[src/rtl/dirc_pkg.sv]
`timescale 1ns/1ps
package dirc_pkg;

    typedef enum logic [1:0] {
        ST_UNC = 2'd0,
        ST_SHR = 2'd1,
        ST_EXC = 2'd2
    } dstate_t;

    typedef enum logic [1:0] {
        RQ_READ  = 2'd0,
        RQ_WRITE = 2'd1,
        RQ_WBACK = 2'd2
    } rkind_t;

    typedef enum logic [1:0] {
        MS_DATA_SH = 2'd0,
        MS_DATA_EX = 2'd1,
        MS_INVAL   = 2'd2,
        MS_FETCH   = 2'd3
    } mkind_t;

    // initial memory contents of a block after reset
    function automatic int seed_value(int idx);
        return idx * 3 + 1;
    endfunction

endpackage

[src/rtl/dirc_store.sv]
`timescale 1ns/1ps
module dirc_store
    import dirc_pkg::*;
#(
    parameter int N_PROC   = 4,
    parameter int N_BLOCKS = 8,
    parameter int DATA_W   = 16,
    localparam int BLK_W   = $clog2(N_BLOCKS)
) (
    input  logic              clk,
    input  logic              rst,
    input  logic [BLK_W-1:0]  ra_blk,
    output dstate_t           ra_st,
    output logic [N_PROC-1:0] ra_shr,
    output logic [DATA_W-1:0] ra_mem,
    input  logic [BLK_W-1:0]  rb_blk,
    output logic [DATA_W-1:0] rb_mem,
    input  logic              we,
    input  logic [BLK_W-1:0]  w_blk,
    input  dstate_t           w_st,
    input  logic [N_PROC-1:0] w_shr,
    input  logic              wm_en,
    input  logic [DATA_W-1:0] wm_data
);

    dstate_t           dir_st  [N_BLOCKS];
    logic [N_PROC-1:0] dir_shr [N_BLOCKS];
    logic [DATA_W-1:0] mem     [N_BLOCKS];

    always_ff @(posedge clk) begin
        if (rst) begin
            for (int i = 0; i < N_BLOCKS; i++) begin
                dir_st[i]  <= ST_UNC;
                dir_shr[i] <= '0;
                mem[i]     <= DATA_W'(seed_value(i));
            end
        end else begin
            if (we) begin
                dir_st[w_blk]  <= w_st;
                dir_shr[w_blk] <= w_shr;
            end
            if (wm_en) begin
                mem[w_blk] <= wm_data;
            end
        end
    end

    assign ra_st  = dir_st[ra_blk];
    assign ra_shr = dir_shr[ra_blk];
    assign ra_mem = mem[ra_blk];
    assign rb_mem = mem[rb_blk];


    exc_single_owner_chk: assert property (@(posedge clk) disable iff (rst)
        (ra_st == ST_EXC) |-> ($countones(ra_shr) == 1));


    unc_no_sharer_chk: assert property (@(posedge clk) disable iff (rst)
        (ra_st == ST_UNC) |-> (ra_shr == '0));

endmodule

[src/rtl/dirc_decide.sv]
`timescale 1ns/1ps
module dirc_decide
    import dirc_pkg::*;
#(
    parameter int N_PROC = 4,
    parameter int DATA_W = 16,
    localparam int SRC_W = $clog2(N_PROC)
) (
    input  logic [1:0]        kind,
    input  logic [SRC_W-1:0]  src,
    input  dstate_t           st,
    input  logic [N_PROC-1:0] shr,
    input  logic [DATA_W-1:0] mem,
    output logic              upd,
    output dstate_t           n_st,
    output logic [N_PROC-1:0] n_shr,
    output logic              mem_wr,
    output logic              need_pend,
    output logic              fetch,
    output logic [N_PROC-1:0] wait_mask,
    output logic              emit,
    output mkind_t            m_kind,
    output logic [N_PROC-1:0] m_mask,
    output logic [DATA_W-1:0] m_data
);

    logic [N_PROC-1:0] src_bit;
    logic [N_PROC-1:0] others;

    assign src_bit = N_PROC'(1) << src;
    assign others  = shr & ~src_bit;

    always_comb begin
        upd       = 1'b0;
        n_st      = st;
        n_shr     = shr;
        mem_wr    = 1'b0;
        need_pend = 1'b0;
        fetch     = 1'b0;
        wait_mask = '0;
        emit      = 1'b0;
        m_kind    = MS_DATA_SH;
        m_mask    = src_bit;
        m_data    = mem;
        case (rkind_t'(kind))
            RQ_READ: begin
                emit = 1'b1;
                if (st == ST_EXC) begin
                    need_pend = 1'b1;
                    fetch     = 1'b1;
                    wait_mask = shr;
                    m_kind    = MS_FETCH;
                    m_mask    = shr;
                    m_data    = '0;
                end else begin
                    upd    = 1'b1;
                    n_st   = ST_SHR;
                    n_shr  = (st == ST_UNC) ? src_bit : (shr | src_bit);
                    m_kind = MS_DATA_SH;
                end
            end
            RQ_WRITE: begin
                emit = 1'b1;
                if (st == ST_EXC) begin
                    need_pend = 1'b1;
                    fetch     = 1'b1;
                    wait_mask = shr;
                    m_kind    = MS_FETCH;
                    m_mask    = shr;
                    m_data    = '0;
                end else if (st == ST_SHR && others != '0) begin
                    need_pend = 1'b1;
                    wait_mask = others;
                    m_kind    = MS_INVAL;
                    m_mask    = others;
                    m_data    = '0;
                end else begin
                    upd    = 1'b1;
                    n_st   = ST_EXC;
                    n_shr  = src_bit;
                    m_kind = MS_DATA_EX;
                end
            end
            RQ_WBACK: begin
                upd    = 1'b1;
                mem_wr = 1'b1;
                n_st   = ST_UNC;
                n_shr  = '0;
            end
            default: begin
                upd = 1'b0;
            end
        endcase
    end

endmodule

[src/rtl/dirc_outq.sv]
`timescale 1ns/1ps
module dirc_outq
    import dirc_pkg::*;
#(
    parameter int N_PROC   = 4,
    parameter int N_BLOCKS = 8,
    parameter int DATA_W   = 16,
    localparam int BLK_W   = $clog2(N_BLOCKS)
) (
    input  logic              clk,
    input  logic              rst,
    input  logic              load,
    input  mkind_t            l_kind,
    input  logic [N_PROC-1:0] l_mask,
    input  logic [BLK_W-1:0]  l_blk,
    input  logic [DATA_W-1:0] l_data,
    output logic              slot_free,
    output logic              msg_valid,
    input  logic              msg_ready,
    output logic [1:0]        msg_kind,
    output logic [N_PROC-1:0] msg_mask,
    output logic [BLK_W-1:0]  msg_blk,
    output logic [DATA_W-1:0] msg_data
);

    logic              q_v;
    mkind_t            q_kind;
    logic [N_PROC-1:0] q_mask;
    logic [BLK_W-1:0]  q_blk;
    logic [DATA_W-1:0] q_data;

    assign slot_free = !q_v || msg_ready;

    always_ff @(posedge clk) begin
        if (rst) begin
            q_v    <= 1'b0;
            q_kind <= MS_DATA_SH;
            q_mask <= '0;
            q_blk  <= '0;
            q_data <= '0;
        end else if (load) begin
            q_v    <= 1'b1;
            q_kind <= l_kind;
            q_mask <= l_mask;
            q_blk  <= l_blk;
            q_data <= l_data;
        end else if (msg_ready) begin
            q_v <= 1'b0;
        end
    end

    assign msg_valid = q_v;
    assign msg_kind  = q_kind;
    assign msg_mask  = q_mask;
    assign msg_blk   = q_blk;
    assign msg_data  = q_data;


    msg_hold_chk: assert property (@(posedge clk) disable iff (rst)
        (q_v && !msg_ready) |=> (q_v && $stable(q_mask) && $stable(q_kind) && $stable(q_data)));


    no_overwrite_chk: assert property (@(posedge clk) disable iff (rst)
        load |-> slot_free);


    msg_has_target_chk: assert property (@(posedge clk) disable iff (rst)
        q_v |-> (q_mask != '0));

endmodule

[src/rtl/dirc_home.sv]
`timescale 1ns/1ps
module dirc_home
    import dirc_pkg::*;
#(
    parameter int N_PROC   = 4,
    parameter int N_BLOCKS = 8,
    parameter int DATA_W   = 16,
    localparam int SRC_W   = $clog2(N_PROC),
    localparam int BLK_W   = $clog2(N_BLOCKS)
) (
    input  logic              clk,
    input  logic              rst,
    input  logic              req_valid,
    output logic              req_ready,
    input  logic [1:0]        req_kind,
    input  logic [SRC_W-1:0]  req_src,
    input  logic [BLK_W-1:0]  req_blk,
    input  logic [DATA_W-1:0] req_data,
    input  logic              rsp_valid,
    output logic              rsp_ready,
    input  logic [SRC_W-1:0]  rsp_src,
    input  logic [DATA_W-1:0] rsp_data,
    output logic              msg_valid,
    input  logic              msg_ready,
    output logic [1:0]        msg_kind,
    output logic [N_PROC-1:0] msg_mask,
    output logic [BLK_W-1:0]  msg_blk,
    output logic [DATA_W-1:0] msg_data
);

    // directory read data
    dstate_t           cur_st;
    logic [N_PROC-1:0] cur_shr;
    logic [DATA_W-1:0] cur_mem;
    logic [DATA_W-1:0] pend_mem;

    // decision for the incoming request
    logic              d_upd, d_mem_wr, d_need_pend, d_fetch, d_emit;
    dstate_t           d_st;
    logic [N_PROC-1:0] d_shr, d_wait, d_mask;
    mkind_t            d_kind;
    logic [DATA_W-1:0] d_data;

    // outstanding transaction
    logic              pend_v;
    logic [BLK_W-1:0]  pend_blk;
    logic [N_PROC-1:0] pend_req;
    logic              pend_read;
    logic              pend_fetch;
    logic [N_PROC-1:0] pend_wait;
    logic [N_PROC-1:0] pend_owner;

    logic              slot_free;
    logic              rsp_fire, req_fire, finish;
    logic [N_PROC-1:0] rsp_bit, wait_next;
    logic              blocked;

    // store write port
    logic              we, wm_en;
    logic [BLK_W-1:0]  w_blk;
    dstate_t           w_st;
    logic [N_PROC-1:0] w_shr;
    logic [DATA_W-1:0] wm_data;

    // output load
    logic              o_load;
    mkind_t            o_kind;
    logic [N_PROC-1:0] o_mask;
    logic [BLK_W-1:0]  o_blk;
    logic [DATA_W-1:0] o_data;

    dirc_store #(.N_PROC(N_PROC), .N_BLOCKS(N_BLOCKS), .DATA_W(DATA_W)) u_store (
        .clk     (clk),
        .rst     (rst),
        .ra_blk  (req_blk),
        .ra_st   (cur_st),
        .ra_shr  (cur_shr),
        .ra_mem  (cur_mem),
        .rb_blk  (pend_blk),
        .rb_mem  (pend_mem),
        .we      (we),
        .w_blk   (w_blk),
        .w_st    (w_st),
        .w_shr   (w_shr),
        .wm_en   (wm_en),
        .wm_data (wm_data)
    );

    dirc_decide #(.N_PROC(N_PROC), .DATA_W(DATA_W)) u_decide (
        .kind      (req_kind),
        .src       (req_src),
        .st        (cur_st),
        .shr       (cur_shr),
        .mem       (cur_mem),
        .upd       (d_upd),
        .n_st      (d_st),
        .n_shr     (d_shr),
        .mem_wr    (d_mem_wr),
        .need_pend (d_need_pend),
        .fetch     (d_fetch),
        .wait_mask (d_wait),
        .emit      (d_emit),
        .m_kind    (d_kind),
        .m_mask    (d_mask),
        .m_data    (d_data)
    );

    dirc_outq #(.N_PROC(N_PROC), .N_BLOCKS(N_BLOCKS), .DATA_W(DATA_W)) u_outq (
        .clk       (clk),
        .rst       (rst),
        .load      (o_load),
        .l_kind    (o_kind),
        .l_mask    (o_mask),
        .l_blk     (o_blk),
        .l_data    (o_data),
        .slot_free (slot_free),
        .msg_valid (msg_valid),
        .msg_ready (msg_ready),
        .msg_kind  (msg_kind),
        .msg_mask  (msg_mask),
        .msg_blk   (msg_blk),
        .msg_data  (msg_data)
    );

    // responses take priority over new requests
    assign rsp_bit   = N_PROC'(1) << rsp_src;
    assign rsp_ready = pend_v && slot_free;
    assign rsp_fire  = rsp_valid && rsp_ready;
    assign wait_next = pend_wait & ~rsp_bit;
    assign finish    = rsp_fire && (wait_next == '0);

    assign blocked = rsp_fire
                  || (pend_v && (req_blk == pend_blk))
                  || (pend_v && d_need_pend)
                  || (d_emit && !slot_free);
    assign req_ready = !rst && !blocked;
    assign req_fire  = req_valid && req_ready;

    always_comb begin
        we      = 1'b0;
        w_blk   = req_blk;
        w_st    = d_st;
        w_shr   = d_shr;
        wm_en   = 1'b0;
        wm_data = req_data;
        o_load  = 1'b0;
        o_kind  = d_kind;
        o_mask  = d_mask;
        o_blk   = req_blk;
        o_data  = d_data;
        if (finish) begin
            we     = 1'b1;
            w_blk  = pend_blk;
            w_st   = pend_read ? ST_SHR : ST_EXC;
            w_shr  = pend_read ? (pend_owner | pend_req) : pend_req;
            wm_en  = pend_fetch;
            wm_data = rsp_data;
            o_load = 1'b1;
            o_kind = pend_read ? MS_DATA_SH : MS_DATA_EX;
            o_mask = pend_req;
            o_blk  = pend_blk;
            o_data = pend_fetch ? rsp_data : pend_mem;
        end else if (req_fire) begin
            we     = d_upd;
            wm_en  = d_mem_wr;
            o_load = d_emit;
        end
    end

    always_ff @(posedge clk) begin
        if (rst) begin
            pend_v     <= 1'b0;
            pend_blk   <= '0;
            pend_req   <= '0;
            pend_read  <= 1'b0;
            pend_fetch <= 1'b0;
            pend_wait  <= '0;
            pend_owner <= '0;
        end else if (rsp_fire) begin
            pend_wait <= wait_next;
            if (finish) pend_v <= 1'b0;
        end else if (req_fire && d_need_pend) begin
            pend_v     <= 1'b1;
            pend_blk   <= req_blk;
            pend_req   <= N_PROC'(1) << req_src;
            pend_read  <= (req_kind == RQ_READ);
            pend_fetch <= d_fetch;
            pend_wait  <= d_wait;
            pend_owner <= d_wait;
        end
    end


    same_block_stall_chk: assert property (@(posedge clk) disable iff (rst)
        (pend_v && req_fire) |-> (req_blk != pend_blk));


    pending_has_waiters_chk: assert property (@(posedge clk) disable iff (rst)
        pend_v |-> (pend_wait != '0));


    grant_after_last_chk: assert property (@(posedge clk) disable iff (rst)
        (pend_v && o_load && o_blk == pend_blk && o_kind != MS_INVAL && o_kind != MS_FETCH)
            |-> finish);

endmodule

[config.mk]
export PLATFORM = sky130hd
export DESIGN_NAME = dirc_home
export DESIGN_NICKNAME = d
export VERILOG_FILES = /design/src/rtl/dirc_pkg.sv /design/src/rtl/dirc_store.sv /design/src/rtl/dirc_decide.sv /design/src/rtl/dirc_outq.sv /design/src/rtl/dirc_home.sv
export SDC_FILE = /design/constraint.sdc
export NUM_CORES = 1
export LEC_CHECK = 0
export ABC_AREA = 1
export BUFFER_PORTS_ARGS = -buffer_cell sky130_fd_sc_hd__buf_2
export CAP_MARGIN = 20
export CORE_AREA = 10 10 231 233
export CTS_CLUSTER_SIZE = 14
export DETAILED_ROUTE_END_ITERATION = 16
export DIE_AREA = 0 0 241 243
export GPL_TIMING_DRIVEN = 1
export HOLD_SLACK_MARGIN = 0.15
export MAX_ROUTING_LAYER = met4
export SLEW_MARGIN = 20
export SYNTH_ARGS = -nofsm -noshare
export SYNTH_HDL_FRONTEND = slang
export SYNTH_SLANG_ARGS = --single-unit
[constraint.sdc]
create_clock -name clk -period 7.6 [get_ports clk]
set_input_delay 0.38 -clock clk [delete_from_list [all_inputs] [get_ports clk]]
set_output_delay 0.38 -clock clk [all_outputs]
set_load 0.01 [all_outputs]
# [Yosys cells after proc, flatten, opt, wreduce, memory -nomap -nowiden]
# Memory sizes are Yosys's and may differ from the RTL's. A register that Yosys moved wholly into a read port is not among the register bits.
# Index checks and enable logic that the tools add are counted.
[word_totals] word_cells=139 memories=3 ramBits=176 romBits=0 in_bits=46 out_inout_bits=28 ff_bits=44 latch_bits=0
[mem_list] memory="u_store.mem" depth=8 width=16 rd=2 rd_clocked_by_memory_dff=1 write_ports=8 line_no="dirc_store.sv:28" text="logic [DATA_W-1:0] mem [N_BLOCKS];"
[mem_list] memory="u_store.dir_shr" depth=8 width=4 rd=1 rd_clocked_by_memory_dff=0 write_ports=8 line_no="dirc_store.sv:27" text="logic [N_PROC-1:0] dir_shr [N_BLOCKS];"
[mem_list] memory="u_store.dir_st" depth=8 width=2 rd=1 rd_clocked_by_memory_dff=0 write_ports=8 line_no="dirc_store.sv:26" text="dstate_t dir_st [N_BLOCKS];"
[op_classes] n_mux=79 add_sub_neg=0 n_div=0 shifts=2 n_bitwise=7 n_lt_le_gt_ge=0 n_eq_ne=6 n_mul=0 reduce_logical=30
[ops] operator="$mux W16" n=7
[ops] operator="$mux W4" n=16
[ops] operator="$mux W1" n=32
[ops] operator="$pmux W16 S2" n=1
[ops] operator="$mux W2" n=10
[ops] operator="$mux W3" n=6
[ops] operator="$pmux W4 S2" n=2
[ops] operator="$reduce_or A16 Y1" n=1
[ops] operator="$pmux W4 S3" n=1
[ops] operator="$logic_and A1 B1 Y1" n=10
[ops] operator="$and A4 B4 Y4" n=2
[ops] operator="$not A4 Y4" n=2
[ops] operator="$or A4 B4 Y4" n=2
[ops] operator="$shl A1 B2 Y4 const A" n=2
[ops] operator="$pmux W2 S3" n=1
[ops] operator="$eq A2 B1 Y1 const B" n=2
[ops] operator="$eq A2 B2 Y1 const B" n=2
[ops] operator="$logic_not A1 Y1" n=4
[ops] operator="$logic_not A2 Y1" n=2
[ops] operator="$logic_not A4 Y1" n=1
[ops] operator="$logic_or A1 B1 Y1" n=4
[ops] operator="$pmux W2 S2" n=1
[ops] operator="$reduce_and A2 Y1" n=2
[ops] operator="$reduce_bool A2 Y1" n=2
[ops] operator="8 further kinds" n=9

# [Depth between registers and ports, before layout]
# Gate-level depths: netlist of run 1.
[depth] word_depth=21 mapped_depth=19

# [Modules after synthesis]
# Synthesis of run 1 repeated with hierarchy kept, for this count alone.
[hier_totals] hier_cells=1878 area_unflattened_um2=13133.8
[by_module_without_submodules] mod="dirc_store" cells_per_inst=1318 area_per_inst_um2=9838.2 instances=1 seq_area_each_um2=5285.1
[by_module_without_submodules] mod="dirc_home" cells_per_inst=301 area_per_inst_um2=1654.1 instances=1 seq_area_each_um2=360.3
[by_module_without_submodules] mod="dirc_outq" cells_per_inst=112 area_per_inst_um2=898.4 instances=1 seq_area_each_um2=520.5
[by_module_without_submodules] mod="dirc_decide" cells_per_inst=147 area_per_inst_um2=743.2 instances=1 seq_area_each_um2=0.0

# [Least setup slack after synthesis of run 1]
# Ideal clock, no wire load.
[synth_timing] kind="in2reg" startpoint="input port msg_ready" endpoint="memory u_store.mem[6][0] (enable)" slack_ns=4.835 arrival_ns=2.393 path_stages=16 required_time_ns=7.228 setup_time_ns=0.372 cell_sequence="inv_1 > nand2_1 > inv_1 > nor2_1 > nand2_1 > nor2_2 > nand2_2 > buf_4 > nand2_1 > o21ai_0 > inv_2 > nand2_1 > nor2_2 > nand3_1 > buf_2 > nand2_1"
[synth_lines] item="from (decl)" line_no="dirc_home.sv:24" text="input logic msg_ready,"
[synth_lines] item="to (decl)" line_no="dirc_store.sv:28"

==> metrics.md, run 1 <==
| Metric | Value |
|---|---|
| Run status | `completed` |
| Core Region | `48600 um2` |
| Setup Total Neg Slack | `0 ns` |
| Detailed Place HPWL | `approximately 26 mm` |
| DRC viols | `0` |
| Initial antenna violation count | `1` |
| Share of cells above drive strength 1 | `10.8%` |
| Die width | `241 um` |
| Via-to-Cell Ratio | `roughly 5.1` |
| Setup crit end kind | `flip-flop` |
| Critical Path RT | `7.65 ns` |
| Minimum clock period | `5.01 ns` |
| Worst-path fanout max | `92` |
| Top cells by area, synth | `edfxtp_1, nor2_1, dfxtp_1, nand2_1, o21ai_0` |
| Worst-Margin Slew | `1.11 ns` |
| Routed Antenna Nets | `0` |
| Area leader, netlist | `edfxtp_1` |
| Synth top cells by count | `nor2_1, nand2_1, edfxtp_1` |
| Post-CTS sizing | `0` |
| CTS Buffer Depth | `3` |
| Synth top area share | `43.9%` |
| Clock-pin slew on the worst setup and hold paths | `~0.060 ns` |
| Site row count | `around 80` |
| Placed Area | `12800 um2` |
| Vias in the first global route | `10500` |
| Count leader, synth | `nor2_1` |
| Cell area after synthesis | `12000 um2` |
| Ys flop type | `edfxtp_1` |
| Hold buffer count at CTS | `0` |
| PD cells | `211 nW/um2` |
| Slew HR | `25.6%` |
| Setup Viol. Count Final | `0` |
| Inst Count DP | `2081` |
| Worst Hold Class | `in -> reg` |
| Type of the worst setup path | `in -> reg` |
| GRT Total Usage | `13.4%` |
| Fmax | `around 200 MHz` |
| Fill cells | `5243` |
| Leak | `approximately 5.4 nW` |
| Ys Warns | `0` |
| CTS Root Cell | `clkbuf_16` |
| Largest net degree at the start of global routing | `93` |
| Grt ovf | `0` |
| # Post-CTS Setup Buffers | `0` |
| H-tree depth | `1` |
| Crit path arrival time | `roughly 5 ns` |
| Starting Density | `24.8%` |
| Unrepaired setup endpoints after global routing | `false` |
| Final nets | `1533` |
| CTS tree | `yes` |
| Worst-Skew Late Latency | `0.56 ns` |
| Area delta synth->final | `13.0%` |
| DR vias | `10800` |
| Finished Layout Cells | `roughly 2100` |
| Synthesized instance count | `1471` |
| Post-synth ARST share | `0%` |
| DRT Wirelength | `39.4 mm` |
| Die area | `58600 um2` |
| DR pass1 iterations | `5` |
| Routed length per instance | `18.5 um` |
| Max Cap Violations | `0` |
| DR iter-0 viols | `1210` |
| Post-synthesis sequential area ratio | `51.7%` |
| Register bit count reported by yosys | `223` |
| First-pass GRT wire length | `61.1 mm` |
| Routability cong. | `between 0.8 and 0.9` |
| CTS buffer count | `25` |
| Clock sink count | `223` |
| VDD IR-drop max | `between 0.1 and 0.15 mV` |
| Clk_skew | `~0.03 ns` |
| Syn nets | `1517` |
| Library cells used by synthesis | `39` |
| Setup crit start kind | `input port` |
| Port Buffer Count | `73` |
| I/O pins | `74` |
| Height of the die | `243 um` |
| Number of synthesized flops with an enable pin | `176` |
| Post-Syn Area per Cell | `approximately 8.2 um2` |
| Period utilisation layout | `between 60% and 70%` |
| Final Max Slew Viols | `0` |
| Final hold violations | `0` |
| Final instance area | `roughly 14000 um2` |
[cell families (layout without fill, tap and decap cells)]
logic type | after synthesis | in the layout | synth area share, %
buf+inv | 186 | 221 | 6.48
mux | 16 | 16 | 1.33
flops | 223 | 223 | 51.7
compound gates | 300 | 300 | 14.4
xor+xnor | 3 | 3 | 0.218
other cells | 0 | 1 | 0
simple gates | 743 | 743 | 25.9
[sequential cells by signal (all words and copies together), names as in the netlist, named ones only]
name	cells
u_store.dir_st	16
pend_blk	3
u_outq.msg_data	16
u_outq.msg_valid	1
u_store.mem	128
u_store.dir_shr	32
pend_v	1
u_outq.msg_kind	2
pend_fetch	1
u_outq.msg_blk	3
pend_req	4
pend_read	1
pend_wait	4
pend_owner	4
u_outq.msg_mask	4
[metal layers]
layer	GRT usage, %	vias to the layer above	wire (um)
met4	4.57	0	803
met1	17.2	5195	16800
met5	-	-	0
li1	-	5067	-
met2	21.2	492	18500
met3	1.98	59	3300
[worst max-delay path: stages]
cell     delay (ns)
buf_2          0.10
buf_4          0.39
inv_2          0.12
buf_4          0.73
nand2_1        0.11
nand2_1        0.10
nand2_1        0.05
nand3_1        0.13
nand2_2        0.08
nor2_2         0.44
nand2_2        0.23
nand3_2        0.16
nand2_4        0.08
nand4_4        0.08
nand2_4        0.20
nand3_1        0.72
nand2_1        0.85
[stage by stage]
stage / util (%) / hold WS (ns) / power (mW) / setup WS [ns]
floorplan: - / 0.444 / 1.63 / 4.84
global placement: 26.4 / 0.453 / 1.76 / 2.15
detailed placement: 26.4 / 0.456 / 1.77 / 2.12
CTS: 27.9 / 0.180 / 2.89 / 2.69
global route: 28.0 / 0.236 / 2.98 / 2.25
finish: 28.0 / 0.206 / 2.87 / 2.59
[cells in the final DEF (no fill, tap or decap), types with 4 or more instances in the layout]
cell and instances:
nand3_2 7, buf_2 73, clkinv_1 11, nand2_2 6
nor2_1 379, nor2_2 8, buf_4 12, o21ai_0 158
dfxtp_1 46, nand4_1 29, a21oi_1 26, edfxtp_1 176
nand3_1 80, nand2_1 224, clkbuf_16 25, o31ai_1 16
inv_1 77, inv_2 9, clkinv_2 4, mux2i_1 16
o21ai_1 9, o211ai_1 18, o22ai_1 50, o221ai_1 15
[final cells by class]
cell class | count | area [um2] | area share (%)
tap | 622 | 778 | 5.72
antenna | 1 | 2.50 | 0.0184
timing repair buffer | 86 | 475 | 3.49
multi-input combinational | 1062 | 5040 | 37.0
clock buffer | 28 | 637 | 4.68
clock inverter | 18 | 114 | 0.837
sequential | 223 | 6230 | 45.8
inverter | 89 | 334 | 2.46
[path summary, 6_finish.rpt]
| check | from | endpoint | slack, ns | cells past startpoint |
|---|---|---|---|---|
| worst min register to register | pend_req[3]$_SDFFE_PP0P_ | pend_req[3]$_SDFFE_PP0P_ | 0.47 | 2 |
| worst max-delay path | req_blk[0] | u_store.mem[6][7]$_SDFFCE_PN0P_ | 2.59 | 17 |
| worst max register to register | pend_v$_SDFFE_PP0P_ | u_store.mem[6][7]$_SDFFCE_PN0P_ | 3.20 | 11 |
| worst min-delay path | rsp_src[1] | pend_wait[3]$_SDFFE_PP0P_ | 0.21 | 4 |
[power breakdown]
group	total, mW	switching [mW]	internal [mW]
clock	1.13	0.521	0.611
sequential	1.38	0.0217	1.36
combinational	0.364	0.266	0.0976
Power figures use the tool's default switching activity.
==> inputs of run 2 (changes only) <==
--- a/config.mk
+++ b/config.mk
@@ -5,13 +5,13 @@
 export SDC_FILE = /design/constraint.sdc
 export NUM_CORES = 1
 export LEC_CHECK = 0
-export ABC_AREA = 1
+export ABC_AREA = 0
 export BUFFER_PORTS_ARGS = -buffer_cell sky130_fd_sc_hd__buf_2
 export CAP_MARGIN = 20
-export CORE_AREA = 10 10 231 233
+export CORE_AREA = 10 10 230 232
 export CTS_CLUSTER_SIZE = 14
 export DETAILED_ROUTE_END_ITERATION = 16
-export DIE_AREA = 0 0 241 243
+export DIE_AREA = 0 0 240 242
 export GPL_TIMING_DRIVEN = 1
 export HOLD_SLACK_MARGIN = 0.15
 export MAX_ROUTING_LAYER = met4
==> constraint.sdc (replaced) <==
create_clock -name clk -period 4.7 [get_ports clk]
set_input_delay 0.235 -clock clk [delete_from_list [all_inputs] [get_ports clk]]
set_output_delay 0.235 -clock clk [all_outputs]
set_load 0.01 [all_outputs]
==> metrics.md, run 2 <==
| Metric | Value |
|---|---|
| Setup Viol. Count Final | `0` |
| Grt ovf | `0` |
| Max Cap Violations | `0` |
| CTS Buffer Depth | `3` |
| DRC viols | `0` |
| Finished Layout Cells | `1729` |
| VDD IR-drop max | `0.257 mV` |
| Commonest non-fill, non-tap cell in the layout | `nor2_1` |
| Area delta synth->final | `17.8%` |
| Routability cong. | `0.840` |
| Inst Count DP | `1677` |
| Initial antenna violation count | `1` |
| Via-to-Cell Ratio | `5.02` |
| Area leader, netlist | `edfxtp_1` |
| Synth top cells by count | `nor2_1, edfxtp_1, nand2_1` |
| Worst-Skew Late Latency | `0.55 ns` |
| Top reg by flops | `u_store.mem` |
| Ys Warns | `0` |
| Fmax | `about 260 MHz` |
| Clock-pin slew on the worst setup and hold paths | `0.06 ns` |
| GRT Total Usage | `between 10% and 20%` |
| Ant diodes | `0` |
| Clk_skew | `0.0251 ns` |
| Most used cell, CP | `a21oi_1` |
| Share of cells above drive strength 1 | `24.1%` |
| Detailed Place HPWL | `24.6 mm` |
| DRT Wirelength | `around 36 mm` |
| Minimum clock period | `3.79 ns` |
| Post-layout util | `a little under 30%` |
| Slowest-stage cell, CP | `nor3_1` |
| Type of the worst setup path | `reg -> reg` |
| Leak | `4.84 nW` |
| Site row count | `81` |
| DR iter-0 viols | `815` |
| Placed Area | `13000 um2` |
| Post-Syn Area per Cell | `11.6 um2` |
| Final nets | `between 1000 and 1500` |
| Slew HR | `34.1%` |
| Core Region | `approximately 48000 um2` |
| Run status | `completed` |
| CTS buffer count | `24` |
| Starting Density | `between 20 and 25%` |
| DR vias | `8675` |
| Height of the die | `242 um` |
| Ys flop type | `edfxtp_1` |
| Routed Antenna Nets | `0` |
| H-tree depth | `1` |
| Post-synthesis sequential area ratio | `52.4%` |
| Register bit count reported by yosys | `223` |
| Final hold violations | `0` |
| Worst-Margin Slew | `0.988 ns` |
| Post-synth ARST share | `0%` |
| I/O pins | `74` |
| Cell area after synthesis | `11900 um2` |
| Setup crit start kind | `flip-flop` |
| Crit path largest cell delay | `approximately 0.65 ns` |
| First-pass GRT wire length | `53.5 mm` |
| Synthesized instance count | `1027` |
| Die area | `58100 um2` |
| Worst-path fanout max | `9` |
| Syn nets | `1073` |
| CTS Root Cell | `clkbuf_16` |
| DR pass1 iterations | `8` |
| Final Max Slew Viols | `0` |
| Top cells by area, synth | `edfxtp_1, mux4_2, dfxtp_1, nor2_1, mux2i_1` |
| Fill cells | `4920` |
| Critical Path, Cell by Cell | `or3b_2, a2bb2oi_1, o211ai_1, nor3_1, buf_4, a21oi_1, nor2_1, nand3_1, dlygate4sd3_1, a21oi_1` |
| Setup crit end kind | `flip-flop` |
| Count leader, synth | `nor2_1` |
| Synth top area share | `44.5%` |
| Most frequent cells in the layout | `nor2_1, edfxtp_1, nand2_1, mux4_2, buf_2` |
| Vias in the first global route | `8575` |
| Port Buffer Count | `73` |
| Number of synthesized flops with an enable pin | `around 180` |
| Clock sink count | `223` |
| Unrepaired setup endpoints after global routing | `false` |
| Largest regs | `u_store.mem: 128 flops, u_store.dir_shr: 32 flops` |
| Setup Total Neg Slack | `0 ns` |
| Critical Path RT | `5.15 ns` |
| Die width | `between 200 and 250 um` |
| R2R Setup Slk | `between 0.9 and 1 ns` |
| CTS tree | `yes` |
| Final instance area | `14000 um2` |
| Largest net degree at the start of global routing | `just under 70` |
| Worst Hold Class | `in -> reg` |
| Post-CTS sizing | `0` |
| Minimum hold slack | `~0.16 ns` |
| PD cells | `350 nW/um2` |
| Routed length per instance | `20.7 um` |
| Max reg flops | `around 130` |
| Library cells used by synthesis | `68` |
| Period utilisation layout | `80.6%` |
| Crit path arrival time | `about 4.2 ns` |
run 2: final timing paths:
path,startpoint,endpoint,cells past startpoint
hold reg to reg,u_outq.msg_mask[0]$_SDFFE_PP0P_,u_outq.msg_mask[0]$_SDFFE_PP0P_,2
hold / removal,rsp_data[10],u_outq.msg_data[10]$_SDFFE_PP0P_,5
setup / recovery,u_store.dir_st[1][0]$_SDFFCE_PN0P_,pend_req[3]$_SDFFE_PP0P_,10
setup reg to reg,u_store.dir_st[1][0]$_SDFFCE_PN0P_,pend_req[3]$_SDFFE_PP0P_,10
run 2: timing repair:
action,4_1_cts,5_1_grt
buffers inserted,0,0
hold buffers,7,0
hold endpoints to repair,6,0
run 2: per-layer routing:
metal	vias to the layer above	global-route usage, %	share of wire [%]	wire length (um)
met3	64	2.17	6.7	2400
met1	4341	15.5	43	15300
met5	-	-	0	0
met4	0	4.09	3.0	1080
li1	3930	-	-	-
met2	340	19.5	48	17000
run 2: kinds of logic after synthesis:
| group | share of synthesized area (%) |
|---|---|
| compound gates | 8.26 |
| xor+xnor | 0.221 |
| buf+inv | 3.22 |
| flops | 52.4 |
| mux | 20.1 |
| simple gates | 15.8 |
run 2: cell type report:
type / instances / area, um2 / share of cell area, %
clock inverters: 14 / 189 / 1.35
flip-flops and latches: 223 / 6230 / 44.5
repair buffers: 126 / 816 / 5.83
clock buffers: 30 / 667 / 4.76
inverters: 5 / 18.8 / 0.134
multi-input cells: 709 / 5300 / 37.9
well taps: 622 / 778 / 5.56
run 2: report_power, final:
part           switching (mW)  internal (mW)
clock network           0.813           1.23
registers              0.0512           2.20
logic                   0.358          0.244
total                    1.22           3.68
run 2: worst max-delay path, delay by kind of cell, from the launching register on:
family | cells | cell delay (ns)
AO/OA/AOI/OAI | 4 | 0.56
buffers and inverters | 2 | 0.86
flip-flops | 1 | 0.41
AND/OR/NAND/NOR | 4 | 1.86
run 2: stage by stage:
stage	worst slack, ns	power (mW)
floorplan	1.52	2.66
global placement	0.911	2.88
CTS	0.965	4.92
finish	0.913	4.90
detailed placement	0.881	2.88
global route	0.741	5.05
==> inputs of run 3 (changes only) <==
--- a/config.mk
+++ b/config.mk
@@ -5,13 +5,13 @@
 export SDC_FILE = /design/constraint.sdc
 export NUM_CORES = 1
 export LEC_CHECK = 0
-export ABC_AREA = 0
+export ABC_AREA = 1
 export BUFFER_PORTS_ARGS = -buffer_cell sky130_fd_sc_hd__buf_2
 export CAP_MARGIN = 20
-export CORE_AREA = 10 10 230 232
+export CORE_AREA = 10 10 231 233
 export CTS_CLUSTER_SIZE = 14
 export DETAILED_ROUTE_END_ITERATION = 16
-export DIE_AREA = 0 0 240 242
+export DIE_AREA = 0 0 241 243
 export GPL_TIMING_DRIVEN = 1
 export HOLD_SLACK_MARGIN = 0.15
 export MAX_ROUTING_LAYER = met4
==> constraint.sdc (replaced) <==
create_clock -name clk -period 3.8 [get_ports clk]
set_input_delay 0.19 -clock clk [delete_from_list [all_inputs] [get_ports clk]]
set_output_delay 0.19 -clock clk [all_outputs]
set_load 0.01 [all_outputs]
==> metrics.md, run 3 (synthesized netlist as in run 1, its figures left out) <==
| Metric | Value |
|---|---|
| Pre-CTS setup slack | `approximately 0.63 ns` |
| Critical Path RT | `4.00 ns` |
| Setup crit end kind | `flip-flop` |
| Ant diodes | `0` |
| Max Cap Violations | `0` |
| DR iter-0 viols | `1237` |
| Worst reg2reg path depth | `13` |
| Die width | `~240 um` |
| Commonest non-fill, non-tap cell in the layout | `nor2_1` |
| Hold buffer count at CTS | `26` |
| Crit path arrival time | `3.32 ns` |
| Site row count | `81` |
| Unrepaired setup endpoints after global routing | `false` |
| # Post-CTS Setup Buffers | `0` |
| Starting Density | `24.8%` |
| Fill cells | `5136` |
| Reg-to-Reg Start | `pend_v$_SDFFE_PP0P_` |
| FF+latch area | `6230 um2` |
| Setup crit start kind | `input port` |
| Run status | `completed` |
| DR pass1 iterations | `11` |
| CTS Root Cell | `clkbuf_16` |
| Hold path start | `req_kind[0]` |
| Final instance area | `14100 um2` |
| Reg-to-Reg End | `u_store.mem[6][2]$_SDFFCE_PN0P_` |
| Minimum hold slack | `0.184 ns` |
| CTS Buffer Depth | `3` |
| Slew HR | `36.2%` |
| Vias in the first global route | `~11000` |
| Worst-Skew Late Latency | `0.54 ns` |
| Clk_skew | `0.0114 ns` |
| Final nets | `between 1500 and 2000` |
| Most frequent cells in the layout | `nor2_1, nand2_1, edfxtp_1, o21ai_0, nand3_1` |
| DRT Wirelength | `40.7 mm` |
| Worst-path fanout max | `25` |
| DRC viols | `0` |
| Final Max Slew Viols | `0` |
| Via-to-Cell Ratio | `5.12` |
| Routed length per instance | `between 15 and 20 um` |
| Final hold violations | `0` |
| CTS buffer count | `24` |
| Setup crit end | `u_store.mem[6][2]$_SDFFCE_PN0P_` |
| PD cells | `~420 nW/um2` |
| Grt ovf | `0` |
| H-tree depth | `1` |
| Routability cong. | `0.863` |
| Type of the worst setup path | `in -> reg` |
| Port Buffer Count | `73` |
| Leak | `5.71 nW` |
| Post-CTS sizing | `0` |
| Detailed Place HPWL | `26.8 mm` |
| R2R Setup Slk | `0.71 ns` |
| First-pass GRT wire length | `62.1 mm` |
| Area occupied by multi-input gates | `5040 um2` |
| Worst-Margin Slew | `around 0.93 ns` |
| Top reg by flops | `u_store.mem` |
| Placed Area | `13100 um2` |
| CTS tree | `yes` |
| Inst Count DP | `2114` |
| Setup Total Neg Slack | `0 ns` |
| Share of cells above drive strength 1 | `between 10% and 20%` |
| DR vias | `11200` |
| VDD IR-drop max | `0.320 mV` |
| Routed Antenna Nets | `0` |
| Core Region | `around 50000 um2` |
| I/O pins | `74` |
| Minimum clock period | `3.12 ns` |
| Final Total Pwr | `around 5.9 mW` |
| Worst Hold Class | `in -> reg` |
| Crit path launch | `req_blk[2]` |
| Max reg flops | `128` |
| Clock-pin slew on the worst setup and hold paths | `roughly 0.06 ns` |
| Setup Viol. Count Final | `0` |
| Die area | `58600 um2` |
| Post-layout util | `29.0%` |
| Height of the die | `243 um` |
| Finished Layout Cells | `roughly 2200` |
| Fmax | `approximately 320 MHz` |
| Slack of the critical path | `0.677 ns` |
| Period utilisation layout | `between 80% and 90%` |
| Largest regs | `u_store.mem: 128 flops, u_store.dir_shr: 32 flops` |
| Initial antenna violation count | `0` |
| Area delta synth->final | `17.3%` |
| GRT Total Usage | `13.8%` |
| Clock sink count | `roughly 220` |
| Largest net degree at the start of global routing | `66` |
==> run 3: power by group <==
part / internal (mW) / switching (mW) / leakage, nW / total (mW)
registers: 2.71 / 0.0442 / 2.16 / 2.76
logic: 0.229 / 0.541 / 3.17 / 0.770
clock network: 1.40 / 0.981 / 0.381 / 2.38
total: 4.34 / 1.57 / 5.71 / 5.91
==> run 3: final cells by class <==
type	instances	share of cell area, %
clock buffers	35	4.91
clock inverters	8	0.655
inverters	89	2.37
multi-input cells	1062	35.7
flip-flops and latches	223	44.1
well taps	622	5.51
repair buffers	144	6.82
==> run 3: worst min path at each step <==
stage	cells past startpoint	endpoint	slack (ns)
3_5_place_dp	2	pend_req[0]$_SDFFE_PP0P_	0.46
5_1_grt	4	pend_read$_SDFFE_PP0P_	0.21
6_report	4	pend_read$_SDFFE_PP0P_	0.18
4_1_cts	4	pend_read$_SDFFE_PP0P_	0.15
2_1_floorplan	3	pend_req[0]$_SDFFE_PP0P_	0.42
3_3_place_gp	2	pend_req[1]$_SDFFE_PP0P_	0.45
==> run 3: critical path, stage by stage <==
cell	delay [ns]
dlygate4sd3_1	0.52
buf_2	0.32
clkinv_1	0.28
nand3_1	0.17
nand2_2	0.08
nand2_1	0.15
nor2_2	0.08
nand2_4	0.11
nand3_2	0.10
nand2_4	0.11
nand4_4	0.09
nand2_4	0.28
nand3_1	0.11
buf_4	0.27
nand2_1	0.08
buf_4	0.35
==> run 3: per-layer routing <==
layer | global-route usage, % | routed length (um) | share of wire (%)
met5 | - | 0 | 0
met4 | 5.51 | 1340 | 3.3
met3 | 2.01 | 3440 | 8.5
met2 | 22.4 | 19200 | 47
met1 | 17.0 | 16700 | 41
